[src/rtl/nbi_pkg.sv]
package nbi_pkg;

    localparam int NIB_W   = 4;
    localparam int NUM_DIG = 13;

    localparam logic [NIB_W-1:0] ADR_PRST = 4'd13;
    localparam logic [NIB_W-1:0] ADR_REF  = 4'd14;
    localparam logic [NIB_W-1:0] ADR_H10  = 4'd5;

    localparam int HR24_BIT = 3;
    localparam int PM_BIT   = 2;

    // Implemented bits per digit address; non-digit codes keep nothing
    function automatic logic [NIB_W-1:0] dig_mask(input logic [NIB_W-1:0] adr);
        logic [NIB_W-1:0] m;
        case (adr)
            4'd1, 4'd3, 4'd6:                      m = 4'b0111;
            4'd10:                                 m = 4'b0001;
            4'd0, 4'd2, 4'd4, 4'd5, 4'd7, 4'd8,
            4'd9, 4'd11, 4'd12:                    m = 4'b1111;
            default:                               m = 4'b0000;
        endcase
        return m;
    endfunction

    typedef struct packed {
        logic [NUM_DIG-1:0] wen;
        logic [NIB_W-1:0]   wdata;
        logic [NIB_W-1:0]   dout;
        logic               oe;
        logic               prst;
        logic               hold;
        logic               tst;
    } nbi_state_t;

endpackage

[src/rtl/nbi_addr_latch.sv]
module nbi_addr_latch
    import nbi_pkg::*;
(
    input  logic               clk,
    input  logic               rst_n,
    input  logic               load,
    input  logic [NIB_W-1:0]   bus_in,
    output logic [NIB_W-1:0]   addr_eff,
    output logic [NUM_DIG-1:0] dig_hit,
    output logic               hit_prst,
    output logic               hit_ref
);

    logic [NIB_W-1:0] addr_d, addr_q;

    // Transparent while loading, holding otherwise
    always_comb begin
        addr_d = load ? bus_in : addr_q;
    end

    always_ff @(posedge clk) begin
        if (!rst_n) addr_q <= '0;
        else        addr_q <= addr_d;
    end

    assign addr_eff = addr_d;

    generate
        for (genvar g = 0; g < NUM_DIG; g++) begin : g_dec
            assign dig_hit[g] = (addr_eff == NIB_W'(g));
        end
    endgenerate

    assign hit_prst = (addr_eff == ADR_PRST);
    assign hit_ref  = (addr_eff >= ADR_REF);

endmodule

[src/rtl/nbi_busy_guard.sv]
module nbi_busy_guard #(
    parameter int GRACE_CYC = 4
) (
    input  logic clk,
    input  logic rst_n,
    input  logic run,
    input  logic busy_n,
    output logic inhibit
);

    localparam int            CW    = $clog2(GRACE_CYC + 2);
    localparam logic [CW-1:0] LIMIT = CW'(GRACE_CYC);

    logic [CW-1:0] cnt_d, cnt_q;

    always_comb begin
        if (busy_n)              cnt_d = '0;
        else if (cnt_q == LIMIT) cnt_d = cnt_q;
        else                     cnt_d = cnt_q + 1'b1;
    end

    always_ff @(posedge clk) begin
        if (!rst_n) cnt_q <= '0;
        else        cnt_q <= cnt_d;
    end

    // Grace window used up while counting runs and busy is still low
    assign inhibit = run & ~busy_n & (cnt_q == LIMIT);

endmodule

[src/rtl/nbi_data_path.sv]
module nbi_data_path
    import nbi_pkg::*;
(
    input  logic [NIB_W-1:0] addr_eff,
    input  logic [NIB_W-1:0] bus_in,
    input  logic [NIB_W-1:0] rd_data,
    input  logic [NIB_W-1:0] ref_sig,
    input  logic             hit_ref,
    output logic [NIB_W-1:0] wdata_m,
    output logic [NIB_W-1:0] rdata_m
);

    logic [NIB_W-1:0] mask;

    always_comb begin
        mask    = dig_mask(addr_eff);
        wdata_m = bus_in & mask;
        // 24-hour mode forces the PM flag clear
        if (addr_eff == ADR_H10 && wdata_m[HR24_BIT])
            wdata_m[PM_BIT] = 1'b0;
        rdata_m = hit_ref ? ref_sig : (rd_data & mask);
    end

endmodule

[src/rtl/nibble_bus_if.sv]
module nibble_bus_if
    import nbi_pkg::*;
#(
    parameter int GRACE_CYC = 4
) (
    input  logic               clk,
    input  logic               rst_n,
    input  logic               cs_a,
    input  logic               cs_b,
    input  logic               astb,
    input  logic               wstb,
    input  logic               rstb,
    input  logic               stop_in,
    input  logic               test_in,
    input  logic [NIB_W-1:0]   bus_in,
    output logic [NIB_W-1:0]   bus_out,
    output logic               bus_oe,
    input  logic               busy_n,
    input  logic [NIB_W-1:0]   ref_sig,
    output logic [NIB_W-1:0]   rd_addr,
    input  logic [NIB_W-1:0]   rd_data,
    output logic [NUM_DIG-1:0] dig_wen,
    output logic [NIB_W-1:0]   dig_wdata,
    output logic               pres_rst,
    output logic               cnt_hold,
    output logic               test_pulse
);

    nbi_state_t st_d, st_q;

    logic               sel;
    logic [NIB_W-1:0]   addr_eff;
    logic [NUM_DIG-1:0] dig_hit;
    logic               hit_prst, hit_ref;
    logic               inhibit;
    logic [NIB_W-1:0]   wdata_m, rdata_m;
    logic               rd_ok;

    assign sel = cs_a & cs_b;

    nbi_addr_latch i_addr (
        .clk      (clk),
        .rst_n    (rst_n),
        .load     (sel & astb),
        .bus_in   (bus_in),
        .addr_eff (addr_eff),
        .dig_hit  (dig_hit),
        .hit_prst (hit_prst),
        .hit_ref  (hit_ref)
    );

    nbi_busy_guard #(.GRACE_CYC(GRACE_CYC)) i_guard (
        .clk     (clk),
        .rst_n   (rst_n),
        .run     (~st_q.hold),
        .busy_n  (busy_n),
        .inhibit (inhibit)
    );

    nbi_data_path i_dp (
        .addr_eff (addr_eff),
        .bus_in   (bus_in),
        .rd_data  (rd_data),
        .ref_sig  (ref_sig),
        .hit_ref  (hit_ref),
        .wdata_m  (wdata_m),
        .rdata_m  (rdata_m)
    );

    always_comb begin
        st_d       = st_q;
        st_d.wen   = (sel & wstb & ~inhibit) ? dig_hit : '0;
        st_d.wdata = wdata_m;
        st_d.prst  = sel & wstb & hit_prst;
        // Digit reads obey the busy guard; special codes do not
        rd_ok      = sel & rstb & ~wstb & ~(inhibit & ~hit_ref & ~hit_prst);
        st_d.oe    = rd_ok;
        st_d.dout  = rd_ok ? rdata_m : '0;
        if (sel) st_d.hold = stop_in;
        st_d.tst   = sel & test_in;
    end

    always_ff @(posedge clk) begin
        if (!rst_n) st_q <= '0;
        else        st_q <= st_d;
    end

    assign rd_addr    = addr_eff;
    assign bus_out    = st_q.dout;
    assign bus_oe     = st_q.oe;
    assign dig_wen    = st_q.wen;
    assign dig_wdata  = st_q.wdata;
    assign pres_rst   = st_q.prst;
    assign cnt_hold   = st_q.hold;
    assign test_pulse = st_q.tst;

endmodule

[config.mk]
export PLATFORM = sky130hd
export DESIGN_NAME = nibble_bus_if
export DESIGN_NICKNAME = d
export VERILOG_FILES = /design/src/rtl/nbi_pkg.sv /design/src/rtl/nbi_addr_latch.sv /design/src/rtl/nbi_busy_guard.sv /design/src/rtl/nbi_data_path.sv /design/src/rtl/nibble_bus_if.sv
export SDC_FILE = /design/constraint.sdc
export NUM_CORES = 1
export LEC_CHECK = 0
export ABC_AREA = 1
export CAP_MARGIN = 20
export CORE_UTILIZATION = 65
export DETAILED_ROUTE_END_ITERATION = 12
export DONT_BUFFER_PORTS = 1
export GPL_TIMING_DRIVEN = 1
export PLACE_DENSITY = 0.93
export SYNTH_ARGS = -nofsm -noshare
export SYNTH_HDL_FRONTEND = slang
export SYNTH_HIERARCHICAL = 1
export SYNTH_SLANG_ARGS = --single-unit
[constraint.sdc]
create_clock -name clk -period 3.3 [get_ports clk]
set_input_delay 0.165 -clock clk [delete_from_list [all_inputs] [get_ports clk]]
set_output_delay 0.165 -clock clk [all_outputs]
set_load 0.01 [all_outputs]
==> flow_summary.toml <==
[outcome]
status = "finished, final reports clean"

[die]
rows = 17
floorplan.initialDensity_pct = 69.8
die-area_um2 = 2600
ios = 51
fp.dieH_um = 51.0
die_w_um = 51.0
core_um2 = 2230

[global_routing]
overflow = 0
first_global_vias = 1139
grt_use_met2_pct = 43.4
grt_max_degree = 14
grt.busiest_layer = "met2"
antenna_found_initial = 0
use_met1_pct = 29.3
grt_pass1_wl_um = 4870
use_met3_pct = 9.82
grtUsageTotal_pct = 26.4

[sta]
period_share_pct = 52.9
setup_tns_ns = 0
rsz0062_at_grt = "false"
slew_violations = 0
maxSlewHeadroom_pct = 58.7
hold_viol_final = 0
skew_ns = 0.00447
worstMarginPinSlew_ns = 0.618
setup_viol = 0
fmax_ghz = 0.573
min_period_ns = 1.75

[synthesis]
synth_top_area_share_pct = 41.1
synth_nets = 248
synth_cell_type_count = 20
yosys_register_bits = 32
ys_seq_area_share_pct = 41.1
synth_area_um2 = 1560
synth.area.top_cells = "dfxtp_1 41%, inv_1 13%, nand2_1 10%, nor2_1 9.4%, nand2_2 9.2%"
ys.warnings.count = 6
synth.avg_cell_area_um2 = 6.96
synthCells = 224
synth_top_area_cell = "dfxtp_1"

[placed_design]
port_buffers = 0
place_hpwl_um = 2200
gp_congestion = 0.864

[hold_path]
hold-path-cell-count = 4
hp-class = "input port to flip-flop"

[setup_path]
slowest_stage = "nor2_1"
crit_path_start_kind = "input port"
worstPathArrival_ns = 2.01
crit_chain = "nand2_2 > nor2_1 > nand2_1 > nand2_2 > nand2_2 > nor2_1 > inv_1 > nand3_1 > nand3_1 > nor2_1"
end_kind = "flip-flop"
r2r_cells = 7
max_stage_delay_ns = 0.50
worstPathMaxFanout = 9
path_class = "input port to flip-flop"
required_ns = 3.56

[clock_tree]
cts_tree = "yes"
cts_root_buf = "clkbuf_4"
htree_levels = 2
cts_buffer_depth = 2
cts_sinks = 32
cts_resized = 0
cts_made_buffers = 5
clkTransAtPathRegs_ns = 0.10
cts_setup_buffers = 0
clock_latency_ns = 0.33

[flow_run]
cap_violations = 0

[final_layout]
synthToLayoutAreaGrowth_pct = 6.58
register_area_um2 = 641
fillers = 175
nNetsFinal = 256
multi_input_area_um2 = 673
antenna_cells = 0
drive_gt1_share_pct = 21.0

[power]
powerDensity_nw_per_um2 = 437
leakagePower_nw = 0.786
max-vdd-ir-drop_v = 0.000362
p_total_mw = 0.726

[drt]
vias_per_cell = 4.67
drc = 0
drtPass1Iterations = 4
drt_iter0_markers = 16
wire_per_inst_um = 11.1
routed_wl_um = 2900
ant_nets = 0
vias = 1219
-- metal layers --
layer  vias up  wire length [µm]
li1        656                 -
met4         0                43
met2        33              1460
met3         4               193
met1       526              1200
met5         -                 0
-- stage by stage --
stage | area [µm²] | hold slack, ns | setup WS, ns | std cells | util [%]
global route | 1660 | 0.0163 | 1.24 | 261 | 74.4
CTS | 1660 | 0.000769 | 1.55 | 261 | 74.4
finish | 1660 | 0.0156 | 1.55 | 261 | 74.4
detailed placement | 1560 | 0.265 | 1.20 | 249 | 69.9
global placement | 1560 | 0.263 | 1.35 | 249 | 69.9
floorplan | 1560 | 0.279 | 1.79 | 224 | -
-- area by class of cell --
cell class	instances	area share [%]
multi-input combinational	134	40.5
clock inverter	2	0.602
tap	28	2.11
inverter	55	12.7
sequential	32	38.6
timing repair buffer	4	2.41
clock buffer	6	3.09
-- cells by family after synthesis --
kind of cell | synth area share [%]
AOI/OAI and AO/OA | 1.85
and+or+nand+nor | 39.7
buffers and inverters | 15.7
DFF | 41.1
adders and majority gates | 1.60
-- Yosys cell counts (all sizes together) --
cell    number
o21ai        2
buf          3
inv         54
nand2       66
a21oi        3
nand4        1
clkinv       1
nand3        8
nor3         1
ha           2
dfxtp       32
nor3b        1
nor2        50
-- registers in the layout (all words and copies together), names as in the netlist --
signal	cells
dig_wen	13
bus_out	4
dig_wdata	4
i_addr/addr_q	4
i_guard/cnt_q	3
bus_oe	1
cnt_hold	1
pres_rst	1
test_pulse	1
-- cell usage in the layout (no fill, tap or decap) --
master          n
a21oi_1         3
clkbuf_4        5
clkbuf_8        1
clkinv_2        2
clkinv_4        1
dfxtp_1        32
dlygate4sd3_1   4
ha_1            2
inv_1          52
inv_2           2
nand2_1        42
nand2_2        23
nand2_4         1
nand3_1         7
nand3_4         1
nand4_1         1
nor2_1         39
nor2_2          8
nor2_4          3
nor3_1          1
nor3b_2         1
o21ai_0         1
o21ai_2         1
-- power by group --
part           internal, mW  leakage [nW]  switching [mW]
clock network         0.101        0.0380           0.129
logic                0.0302         0.488          0.0631
registers             0.395         0.260         0.00686
total                 0.527         0.786           0.199
-- worst paths after layout --
| kind | from | to | slack (ns) |
|---|---|---|---|
| worst min-delay path | bus_in[1] | dig_wdata[1] | 0.02 |
| worst min register to register | i_guard/cnt_q[1] | i_guard/cnt_q[1] | 0.51 |
| worst max-delay path | cs_a | bus_out[3] | 1.55 |
| worst max register to register | i_guard/cnt_q[0] | dig_wen[11] | 1.76 |
-- critical path: cells and delay by family --
family / cells / cell delay [ns]
and+or+nand+nor: 9 / 1.75
buffers and inverters: 1 / 0.07
-- what timing repair did --
item / in CTS / in global routing
endpoints found under the setup margin: 0 / 0
hold buffers: 4 / 0
hold endpoints to repair: 8 / 0
Power figures use the tool's default switching activity.
